--- config.mk ---
export PLATFORM = sky130hd
export DESIGN_NAME = dma_block_engine
export DESIGN_NICKNAME = d
export VERILOG_FILES = /design/src/rtl/dma_pkg.sv /design/src/rtl/dma_regs.sv /design/src/rtl/dma_xfer_fsm.sv /design/src/rtl/dma_block_engine.sv
export SDC_FILE = /design/constraint.sdc
export NUM_CORES = 1
export LEC_CHECK = 0
export CORE_MARGIN = 4
export CORE_UTILIZATION = 45
export CTS_CLUSTER_SIZE = 40
export DETAILED_ROUTE_END_ITERATION = 12
export GPL_ROUTABILITY_DRIVEN = 0
export PLACE_DENSITY = 0.8
export SETUP_SLACK_MARGIN = 0.02
export SYNTH_ARGS = -nofsm -noshare
export SYNTH_HDL_FRONTEND = slang
export SYNTH_HIERARCHICAL = 1
export SYNTH_SLANG_ARGS = --single-unit
--- constraint.sdc ---
create_clock -name clk -period 3.9 [get_ports clk]
set_input_delay 0.78 -clock clk [delete_from_list [all_inputs] [get_ports clk]]
set_output_delay 0.78 -clock clk [all_outputs]
set_load 0.005 [all_outputs]
--- src/rtl/dma_pkg.sv ---
package dma_pkg;
   localparam int WORD_W = 32;
   localparam int OFF_W  = 2;

   localparam logic [OFF_W-1:0] OFF_SRC  = 2'd0;
   localparam logic [OFF_W-1:0] OFF_DST  = 2'd1;
   localparam logic [OFF_W-1:0] OFF_CTL  = 2'd2;
   localparam logic [OFF_W-1:0] OFF_STAT = 2'd3;

   localparam int STAT_BUSY = 0;
   localparam int STAT_DONE = 1;
   localparam int STAT_ERR  = 2;
   localparam int STAT_IE   = 8;

   localparam logic [3:0] CMD_MEM_RD  = 4'b0110;
   localparam logic [3:0] CMD_MEM_WR  = 4'b0111;
   localparam logic [3:0] CMD_MEM_WRI = 4'b1111;

   typedef enum logic [1:0] {
      ST_IDLE = 2'd0,
      ST_RD   = 2'd1,
      ST_WR   = 2'd2
   } dma_state_e;
endpackage

--- src/rtl/dma_regs.sv ---
module dma_regs
   import dma_pkg::*;
#(
   parameter int ADDR_W = 32,
   parameter int LEN_W  = 26
) (
   input  logic              clk,
   input  logic              rst_n,
   input  logic              reg_we,
   input  logic [OFF_W-1:0]  reg_addr,
   input  logic [WORD_W-1:0] reg_wdata,
   output logic [WORD_W-1:0] reg_rdata,
   input  logic              step_i,
   input  logic              last_i,
   output logic              start_o,
   output logic [ADDR_W-1:0] src_o,
   output logic [ADDR_W-1:0] dst_o,
   output logic [LEN_W-1:0]  len_o,
   output logic              dir_o,
   output logic              wai_o,
   output logic              busy_o,
   output logic              done_o,
   output logic              ie_o
);
   localparam int DIR_BIT = LEN_W;
   localparam int WAI_BIT = LEN_W + 1;
   localparam logic [ADDR_W-1:0] ADDR_STEP = ADDR_W'(4);
   localparam logic [LEN_W-1:0]  LEN_STEP  = LEN_W'(4);

   logic [ADDR_W-1:0] src_q, dst_q;
   logic [LEN_W-1:0]  len_q;
   logic              dir_q, wai_q, busy_q, done_q, err_q, ie_q;

   logic wr_src, wr_dst, wr_ctl, wr_stat;
   logic [LEN_W-1:0] new_len;
   logic ctl_ok, start, reject;

   assign wr_src  = reg_we && (reg_addr == OFF_SRC);
   assign wr_dst  = reg_we && (reg_addr == OFF_DST);
   assign wr_ctl  = reg_we && (reg_addr == OFF_CTL);
   assign wr_stat = reg_we && (reg_addr == OFF_STAT);

   assign new_len = reg_wdata[LEN_W-1:0];
   assign ctl_ok  = (src_q[1:0] == 2'b00) && (dst_q[1:0] == 2'b00) &&
                    (new_len != '0) && (new_len[1:0] == 2'b00);
   assign start   = wr_ctl && ctl_ok && !busy_q;
   assign reject  = wr_ctl && !start;

   always_ff @(posedge clk or negedge rst_n) begin
      if (!rst_n) begin
         src_q <= '0;
         dst_q <= '0;
      end else if (step_i) begin
         src_q <= src_q + ADDR_STEP;
         dst_q <= dst_q + ADDR_STEP;
      end else if (!busy_q) begin
         if (wr_src) src_q <= reg_wdata[ADDR_W-1:0];
         if (wr_dst) dst_q <= reg_wdata[ADDR_W-1:0];
      end
   end

   always_ff @(posedge clk or negedge rst_n) begin
      if (!rst_n) begin
         len_q <= '0;
         dir_q <= 1'b0;
         wai_q <= 1'b0;
      end else if (start) begin
         len_q <= new_len;
         dir_q <= reg_wdata[DIR_BIT];
         wai_q <= reg_wdata[WAI_BIT];
      end else if (step_i) begin
         len_q <= len_q - LEN_STEP;
      end
   end

   always_ff @(posedge clk or negedge rst_n) begin
      if (!rst_n) begin
         busy_q <= 1'b0;
         done_q <= 1'b0;
         err_q  <= 1'b0;
         ie_q   <= 1'b0;
      end else begin
         if (start)       busy_q <= 1'b1;
         else if (last_i) busy_q <= 1'b0;

         if (last_i)                             done_q <= 1'b1;
         else if (wr_stat && reg_wdata[STAT_DONE]) done_q <= 1'b0;

         if (reject)                             err_q <= 1'b1;
         else if (wr_stat && reg_wdata[STAT_ERR]) err_q <= 1'b0;

         if (wr_stat) ie_q <= reg_wdata[STAT_IE];
      end
   end

   always_comb begin
      reg_rdata = '0;
      unique case (reg_addr)
         OFF_SRC: reg_rdata[ADDR_W-1:0] = src_q;
         OFF_DST: reg_rdata[ADDR_W-1:0] = dst_q;
         OFF_CTL: begin
            reg_rdata[LEN_W-1:0] = len_q;
            reg_rdata[DIR_BIT]   = dir_q;
            reg_rdata[WAI_BIT]   = wai_q;
         end
         default: begin
            reg_rdata[STAT_BUSY] = busy_q;
            reg_rdata[STAT_DONE] = done_q;
            reg_rdata[STAT_ERR]  = err_q;
            reg_rdata[STAT_IE]   = ie_q;
         end
      endcase
   end

   assign start_o = start;
   assign src_o   = src_q;
   assign dst_o   = dst_q;
   assign len_o   = len_q;
   assign dir_o   = dir_q;
   assign wai_o   = wai_q;
   assign busy_o  = busy_q;
   assign done_o  = done_q;
   assign ie_o    = ie_q;

   // last acknowledged write ends the copy and flags completion
   assert_finish_sets_done_R5: assert property (@(posedge clk) disable iff (!rst_n)
      last_i |=> (done_q && !busy_q));

   // a refused start while idle leaves the engine idle and flags error
   assert_reject_stays_idle_R7: assert property (@(posedge clk) disable iff (!rst_n)
      (reject && !busy_q) |=> (!busy_q && err_q));

   // a control write during a copy cannot restart or reload the length
   assert_busy_write_ignored_R8: assert property (@(posedge clk) disable iff (!rst_n)
      (wr_ctl && busy_q && !step_i) |=> $stable(len_q));
endmodule

--- src/rtl/dma_xfer_fsm.sv ---
module dma_xfer_fsm
   import dma_pkg::*;
#(
   parameter int ADDR_W = 32,
   parameter int LEN_W  = 26
) (
   input  logic              clk,
   input  logic              rst_n,
   input  logic              start_i,
   input  logic              dir_i,
   input  logic              wai_i,
   input  logic [ADDR_W-1:0] src_i,
   input  logic [ADDR_W-1:0] dst_i,
   input  logic [LEN_W-1:0]  len_i,
   output logic              mem_req,
   output logic              mem_we,
   output logic [ADDR_W-1:0] mem_addr,
   output logic [WORD_W-1:0] mem_wdata,
   input  logic              mem_ack,
   input  logic [WORD_W-1:0] mem_rdata,
   output logic              pci_req,
   output logic [3:0]        pci_cmd,
   output logic [ADDR_W-1:0] pci_addr,
   output logic [WORD_W-1:0] pci_wdata,
   input  logic              pci_ack,
   input  logic [WORD_W-1:0] pci_rdata,
   output logic              step_o,
   output logic              last_o,
   output logic              active_o
);
   localparam logic [LEN_W-1:0] ONE_WORD = LEN_W'(4);

   dma_state_e        state_q, state_d;
   logic [WORD_W-1:0] buf_q;
   logic              in_rd, in_wr, rd_ack, wr_ack;
   logic [ADDR_W-1:0] cur_addr;

   assign in_rd    = (state_q == ST_RD);
   assign in_wr    = (state_q == ST_WR);
   assign cur_addr = in_rd ? src_i : dst_i;

   // direction 0: read on SDRAM side, write on PCI side; direction 1 the reverse
   assign rd_ack = dir_i ? pci_ack : mem_ack;
   assign wr_ack = dir_i ? mem_ack : pci_ack;

   assign mem_req   = (in_rd && !dir_i) || (in_wr && dir_i);
   assign mem_we    = in_wr;
   assign mem_addr  = cur_addr;
   assign mem_wdata = buf_q;

   assign pci_req   = (in_rd && dir_i) || (in_wr && !dir_i);
   assign pci_cmd   = in_rd ? CMD_MEM_RD : (wai_i ? CMD_MEM_WRI : CMD_MEM_WR);
   assign pci_addr  = cur_addr;
   assign pci_wdata = buf_q;

   assign step_o   = in_wr && wr_ack;
   assign last_o   = step_o && (len_i == ONE_WORD);
   assign active_o = (state_q != ST_IDLE);

   always_comb begin
      state_d = state_q;
      unique case (state_q)
         ST_IDLE: if (start_i) state_d = ST_RD;
         ST_RD:   if (rd_ack)  state_d = ST_WR;
         ST_WR:   if (wr_ack)  state_d = (len_i == ONE_WORD) ? ST_IDLE : ST_RD;
         default: state_d = ST_IDLE;
      endcase
   end

   always_ff @(posedge clk or negedge rst_n) begin
      if (!rst_n) begin
         state_q <= ST_IDLE;
         buf_q   <= '0;
      end else begin
         state_q <= state_d;
         if (in_rd && rd_ack) buf_q <= dir_i ? pci_rdata : mem_rdata;
      end
   end

   // only one port is asked at a time
   assert_one_port_R10: assert property (@(posedge clk) disable iff (!rst_n)
      $onehot0({mem_req, pci_req}));

   // an unanswered SDRAM request holds with a steady address
   assert_mem_hold_R10: assert property (@(posedge clk) disable iff (!rst_n)
      (mem_req && !mem_ack) |=> (mem_req && $stable(mem_addr)));

   // an unanswered PCI request holds with a steady address
   assert_pci_hold_R10: assert property (@(posedge clk) disable iff (!rst_n)
      (pci_req && !pci_ack) |=> (pci_req && $stable(pci_addr) && $stable(pci_cmd)));
endmodule

--- src/rtl/dma_block_engine.sv ---
module dma_block_engine
   import dma_pkg::*;
#(
   parameter int ADDR_W  = 32,
   parameter int LEN_W   = 26,
   parameter bit IRQ_REG = 1'b0
) (
   input  logic              clk,
   input  logic              rst_n,
   input  logic              reg_we,
   input  logic [OFF_W-1:0]  reg_addr,
   input  logic [WORD_W-1:0] reg_wdata,
   output logic [WORD_W-1:0] reg_rdata,
   output logic              mem_req,
   output logic              mem_we,
   output logic [ADDR_W-1:0] mem_addr,
   output logic [WORD_W-1:0] mem_wdata,
   input  logic              mem_ack,
   input  logic [WORD_W-1:0] mem_rdata,
   output logic              pci_req,
   output logic [3:0]        pci_cmd,
   output logic [ADDR_W-1:0] pci_addr,
   output logic [WORD_W-1:0] pci_wdata,
   input  logic              pci_ack,
   input  logic [WORD_W-1:0] pci_rdata,
   output logic              irq
);
   initial begin
      assert (ADDR_W >= 3 && ADDR_W <= WORD_W)
         else $error("ADDR_W must lie between 3 and the word width");
      assert (LEN_W >= 3 && LEN_W + 2 <= WORD_W)
         else $error("LEN_W plus two control bits must fit one word");
   end

   logic              start, step, last, busy, done, ie, active, dir, wai;
   logic [ADDR_W-1:0] src, dst;
   logic [LEN_W-1:0]  len;

   dma_regs #(.ADDR_W(ADDR_W), .LEN_W(LEN_W)) u_regs (
      .clk       (clk),
      .rst_n     (rst_n),
      .reg_we    (reg_we),
      .reg_addr  (reg_addr),
      .reg_wdata (reg_wdata),
      .reg_rdata (reg_rdata),
      .step_i    (step),
      .last_i    (last),
      .start_o   (start),
      .src_o     (src),
      .dst_o     (dst),
      .len_o     (len),
      .dir_o     (dir),
      .wai_o     (wai),
      .busy_o    (busy),
      .done_o    (done),
      .ie_o      (ie)
   );

   dma_xfer_fsm #(.ADDR_W(ADDR_W), .LEN_W(LEN_W)) u_fsm (
      .clk       (clk),
      .rst_n     (rst_n),
      .start_i   (start),
      .dir_i     (dir),
      .wai_i     (wai),
      .src_i     (src),
      .dst_i     (dst),
      .len_i     (len),
      .mem_req   (mem_req),
      .mem_we    (mem_we),
      .mem_addr  (mem_addr),
      .mem_wdata (mem_wdata),
      .mem_ack   (mem_ack),
      .mem_rdata (mem_rdata),
      .pci_req   (pci_req),
      .pci_cmd   (pci_cmd),
      .pci_addr  (pci_addr),
      .pci_wdata (pci_wdata),
      .pci_ack   (pci_ack),
      .pci_rdata (pci_rdata),
      .step_o    (step),
      .last_o    (last),
      .active_o  (active)
   );

   generate
      if (IRQ_REG) begin : g_irq_flop
         logic irq_q;
         always_ff @(posedge clk or negedge rst_n) begin
            if (!rst_n) irq_q <= 1'b0;
            else        irq_q <= done && ie;
         end
         assign irq = irq_q;
      end else begin : g_irq_comb
         assign irq = done && ie;
      end
   endgenerate

   // the status busy flag and the sequencer agree in every cycle
   assert_busy_tracks_engine_R1: assert property (@(posedge clk) disable iff (!rst_n)
      busy == active);

   // the interrupt never rises without the enable set
   assert_irq_needs_enable_R9: assert property (@(posedge clk) disable iff (!rst_n)
      $rose(irq) |-> ie);
endmodule

# After elaboration in Yosys (flattened, before gate mapping)
# Index checks and enable logic that the tools add are counted.
[word_totals]
ff_bits = 130
latchBits = 0
mem_bits_rw = 0
mem_bits_ro = 0
in_bits = 103
out_inout_bits = 168
wordCells = 94
mem_count = 0
[op_classes]
add_sub_neg = 3
mul = 0
div_mod_pow = 0
magnitude_cmp = 0
n_eq_ne = 10
shift = 0
mux = 30
n_bitwise = 0
n_reduce_logical = 40
[ops]
columns = ["operator", "n"]
rows = [
  ["$mux W32", 8],
  ["$add A32 B3 Y32 const B", 2],
  ["$pmux W19 S3", 1],
  ["$mux W26", 2],
  ["$eq A26 B3 Y1 const B", 1],
  ["$reduce_bool A26 Y1", 1],
  ["$sub A26 B3 Y26 const B", 1],
  ["$logic_and A1 B1 Y1", 20],
  ["$pmux W5 S3", 1],
  ["$reduce_bool A2 Y1", 6],
  ["$logic_not A2 Y1", 5],
  ["$mux W1", 9],
  ["$pmux W3 S3", 1],
  ["$mux W4", 2],
  ["$pmux W4 S2", 1],
  ["$eq A2 B2 Y1 const B", 3],
  ["$mux W2", 3],
  ["$ne A2 B2 Y1 const B", 3],
  ["$pmux W2 S3", 1],
  ["$eq A2 B1 Y1 const B", 2],
  ["$reduce_and A2 Y1", 2],
  ["$logic_not A1 Y1", 3],
  ["$pmux W1 S3", 1],
  ["$reduce_and A3 Y1", 1],
  ["2 further kinds", 3],
]

# Logic depth before layout (Yosys ltp)
[depth]
depth_word = 9
depth_mapped = 11
mapped_depth_nobuf = 7

# Modules after synthesis
# The synthesis kept the hierarchy.
[modules_own_cells]
columns = ["module", "n_inst", "cells_each", "area_per_inst_um2", "seq_area_each_um2"]
rows = [
  ["dma_regs", 1, 752, 6199.7, 2402.3],
  ["dma_xfer_fsm", 1, 246, 2932.8, 850.8],
  ["dma_block_engine", 1, 1, 6.3, 0.0],
]

# Worst setup path after synthesis
# OpenSTA, ideal clock, no wires.
[synth_path]
path_kind = "input port to output port"
startpoint = "in reg_addr[0]"
endpoint = "out reg_rdata[10]"
t_arrival_ns = 1.772
t_required_ns = 3.120
path_slack_ns = 1.348
cell_stages = 4
path_buffers = 2
path_cell_list = "buf_2 -> buf_1 -> mux2i_1 -> o21ai_0"
[synth_between]
elab_chain_cells = 2
elab_cells_between_ends = 4
classes_between = "eq/ne (2); mux (1); reduce/logical (1)"
[synth_lines]
columns = ["element", "line", "text"]
rows = [
  ["from (decl)", "dma_block_engine.sv:11", "input logic [OFF_W-1:0] reg_addr,"],
  ["$eq A2 B2 Y1 (tied with other cells)", "dma_regs.sv:98", "unique case (reg_addr)"],
  ["$pmux W19 S3 *", "dma_regs.sv:98", ""],
  ["to (decl)", "dma_block_engine.sv:13", "output logic [WORD_W-1:0] reg_rdata,"],
]
# Mark *: on every way between the ends. The rest lies on a longest branch, timed or not.

# Final worst setup path
[layout_path]
startpoint = "in reg_addr[1]"
endpoint = "out reg_rdata[9]"
# Same word-level chain as after synthesis.

==> flow_metrics.tcl <==
set metrics [dict create \
    fin_crit_ns 3.61 \
    io_pins 271 \
    critPathRequiredTime_ns 3.12 \
    drv_cap 0 \
    final_common_cell "clkdlybuf4s50_1" \
    via_per_inst 6.06 \
    rows 51 \
    multi_input_area_mm2 0.00500 \
    syn_area_mm2 0.00914 \
    synth_area_per_cell_um2 9.15 \
    clk_transition_reported_paths_ns 0.06 \
    ff_latch_area_mm2 0.00325 \
    clock-root-buffer "clkbuf_16" \
    nFillCells 1593 \
    cts_buffer_depth 2 \
    detailed_place_hpwl_um 23400 \
    r2r_cells 7 \
    drtPass1Iterations 6 \
    grt_pass1_vias 8268 \
    numCtsBuffers 17 \
    wire_per_inst_um 21.8 \
    fin_util 0.618 \
    ys_warn_count 6 \
    cts_sinks 130 \
    grt_usage 0.272 \
    finClkSkew_ns 0.00929 \
    route.detailed.drc 0 \
    grt-ovfl-total 0 \
    timing.final.crit_share 0.925 \
    grt_first_pass_wirelength_um 47600 \
    end_kind "output port" \
    p_per_area_mw_per_mm2 729 \
    max_freq_mhz 277 \
    finalSetupTns_ns 0 \
    io_buffers 268 \
    die_y_um 150 \
    crit_path_start_kind "input port" \
    holdBufCountCts 0 \
    cp_data_arrival_time_ns 2.83 \
    antenna_left 0 \
    clock_latency_ns 0.42 \
    ir_drop_v 0.000371 \
    drv_slew 0 \
    cts_tree "built" \
    slew-limit-headroom 0.279 \
    coreArea_mm2 0.0197 \
    final_cell_mix "clkdlybuf4s50_1, dfrtp_1, nor2_1, nand2_1, a21oi_1" \
    path_max_fanout 25 \
    tightest_slew_ns 1.08 \
    fin_nets 1284 \
    num_antenna_cells 0 \
    hold_class "in2async" \
    fin_cells 1455 \
    critical_path_class "in2out" \
    cts_max_level 4 \
    syn_to_final_growth_pct 33.4 \
    drive_gt1_frac 0.139 \
    rsz0062_at_grt "no" \
    antenna_found_initial 0 \
    dpl.cell_count 1424 \
    wl_met1_um 11600 \
    p_leak_uw 0.00481 \
    final-hold-violation-count 0 \
    totalWireLength_um 31600 \
    fp.dieArea_mm2 0.0226 \
    finalSetupViolations 0 \
    route.met2.wl_um 15300 \
    synth_cells 998 \
    top_layer "met4" \
    status "completed" \
    grt_max_degree 83 \
    initial_core_util 0.463 \
    vias 8823 \
    cts_setup_buffers 0 \
    drtIter0Drc 1253 \
    cts_resized 0 \
    dieWidth_um 150 \
    met3_length_um 3440 \
]
==> report_power, final <==
group	switching, µW	internal, µW
clock	601	1160
sequential	907	1900
combinational	1870	2450
total	3370	5510
==> worst paths after layout <==
path	to	start	slack, ns
setup / recovery	reg_rdata[9]	reg_addr[1]	0.29
hold / removal	u_regs/dst_o[5]	rst_n	0.52
setup reg to reg	u_regs/len_o[16]	u_fsm/state_q[0]	1.11
hold reg to reg	u_regs/done_o	u_regs/done_o	0.52
max in group asynchronous	u_fsm/mem_wdata[31]	rst_n	2.56
min in group clk	u_regs/done_o	u_regs/done_o	0.52
==> per-layer routing <==
metal,global-route usage,vias to the layer above
met5,0,-
met4,0.118,0
met3,0.0671,96
met2,0.449,631
met1,0.339,4175
li1,-,3921
==> final cells by class <==
class | instances | area share
Multi-Input combinational cell | 721 | 0.411
Inverter | 20 | 0.00616
Tap cell | 265 | 0.0272
Sequential cell | 130 | 0.267
Timing Repair Buffer | 288 | 0.236
Clock inverter | 10 | 0.0149
Clock buffer | 21 | 0.0378
==> per-stage QoR <==
stage | power, µW | area [µm²] | hold slack [ns] | setup slack, ns
3_3_place_gp | 6950 | 11500 | 0.482 | 0.292
3_5_place_dp | 7050 | 11500 | 0.500 | 0.289
6_report | 8890 | 12200 | 0.521 | 0.292
5_1_grt | 9380 | 12200 | 0.544 | 0.128
2_1_floorplan | 5100 | 9140 | 0.459 | 1.35
4_1_cts | 8850 | 12200 | 0.519 | 0.287
==> registers in the layout, indices dropped and copies added, names as in the netlist <==
signal / cells
u_regs/err_q: 1
u_regs/src_o: 32
u_regs/done_o: 1
u_fsm/state_q: 2
u_fsm/mem_wdata: 32
u_regs/dst_o: 32
u_regs/wai_o: 1
u_regs/len_o: 26
u_regs/busy_o: 1
u_regs/ie_o: 1
u_regs/dir_o: 1
==> worst max-delay path: stages <==
cell and delay [ns]:
clkdlybuf4s50_1 0.75, nor2b_2 0.22, buf_4 0.29, nand2_1 0.12, o21ai_0 0.11, clkdlybuf4s50_1 0.56
No activity file was read; power rests on OpenSTA's default activity.
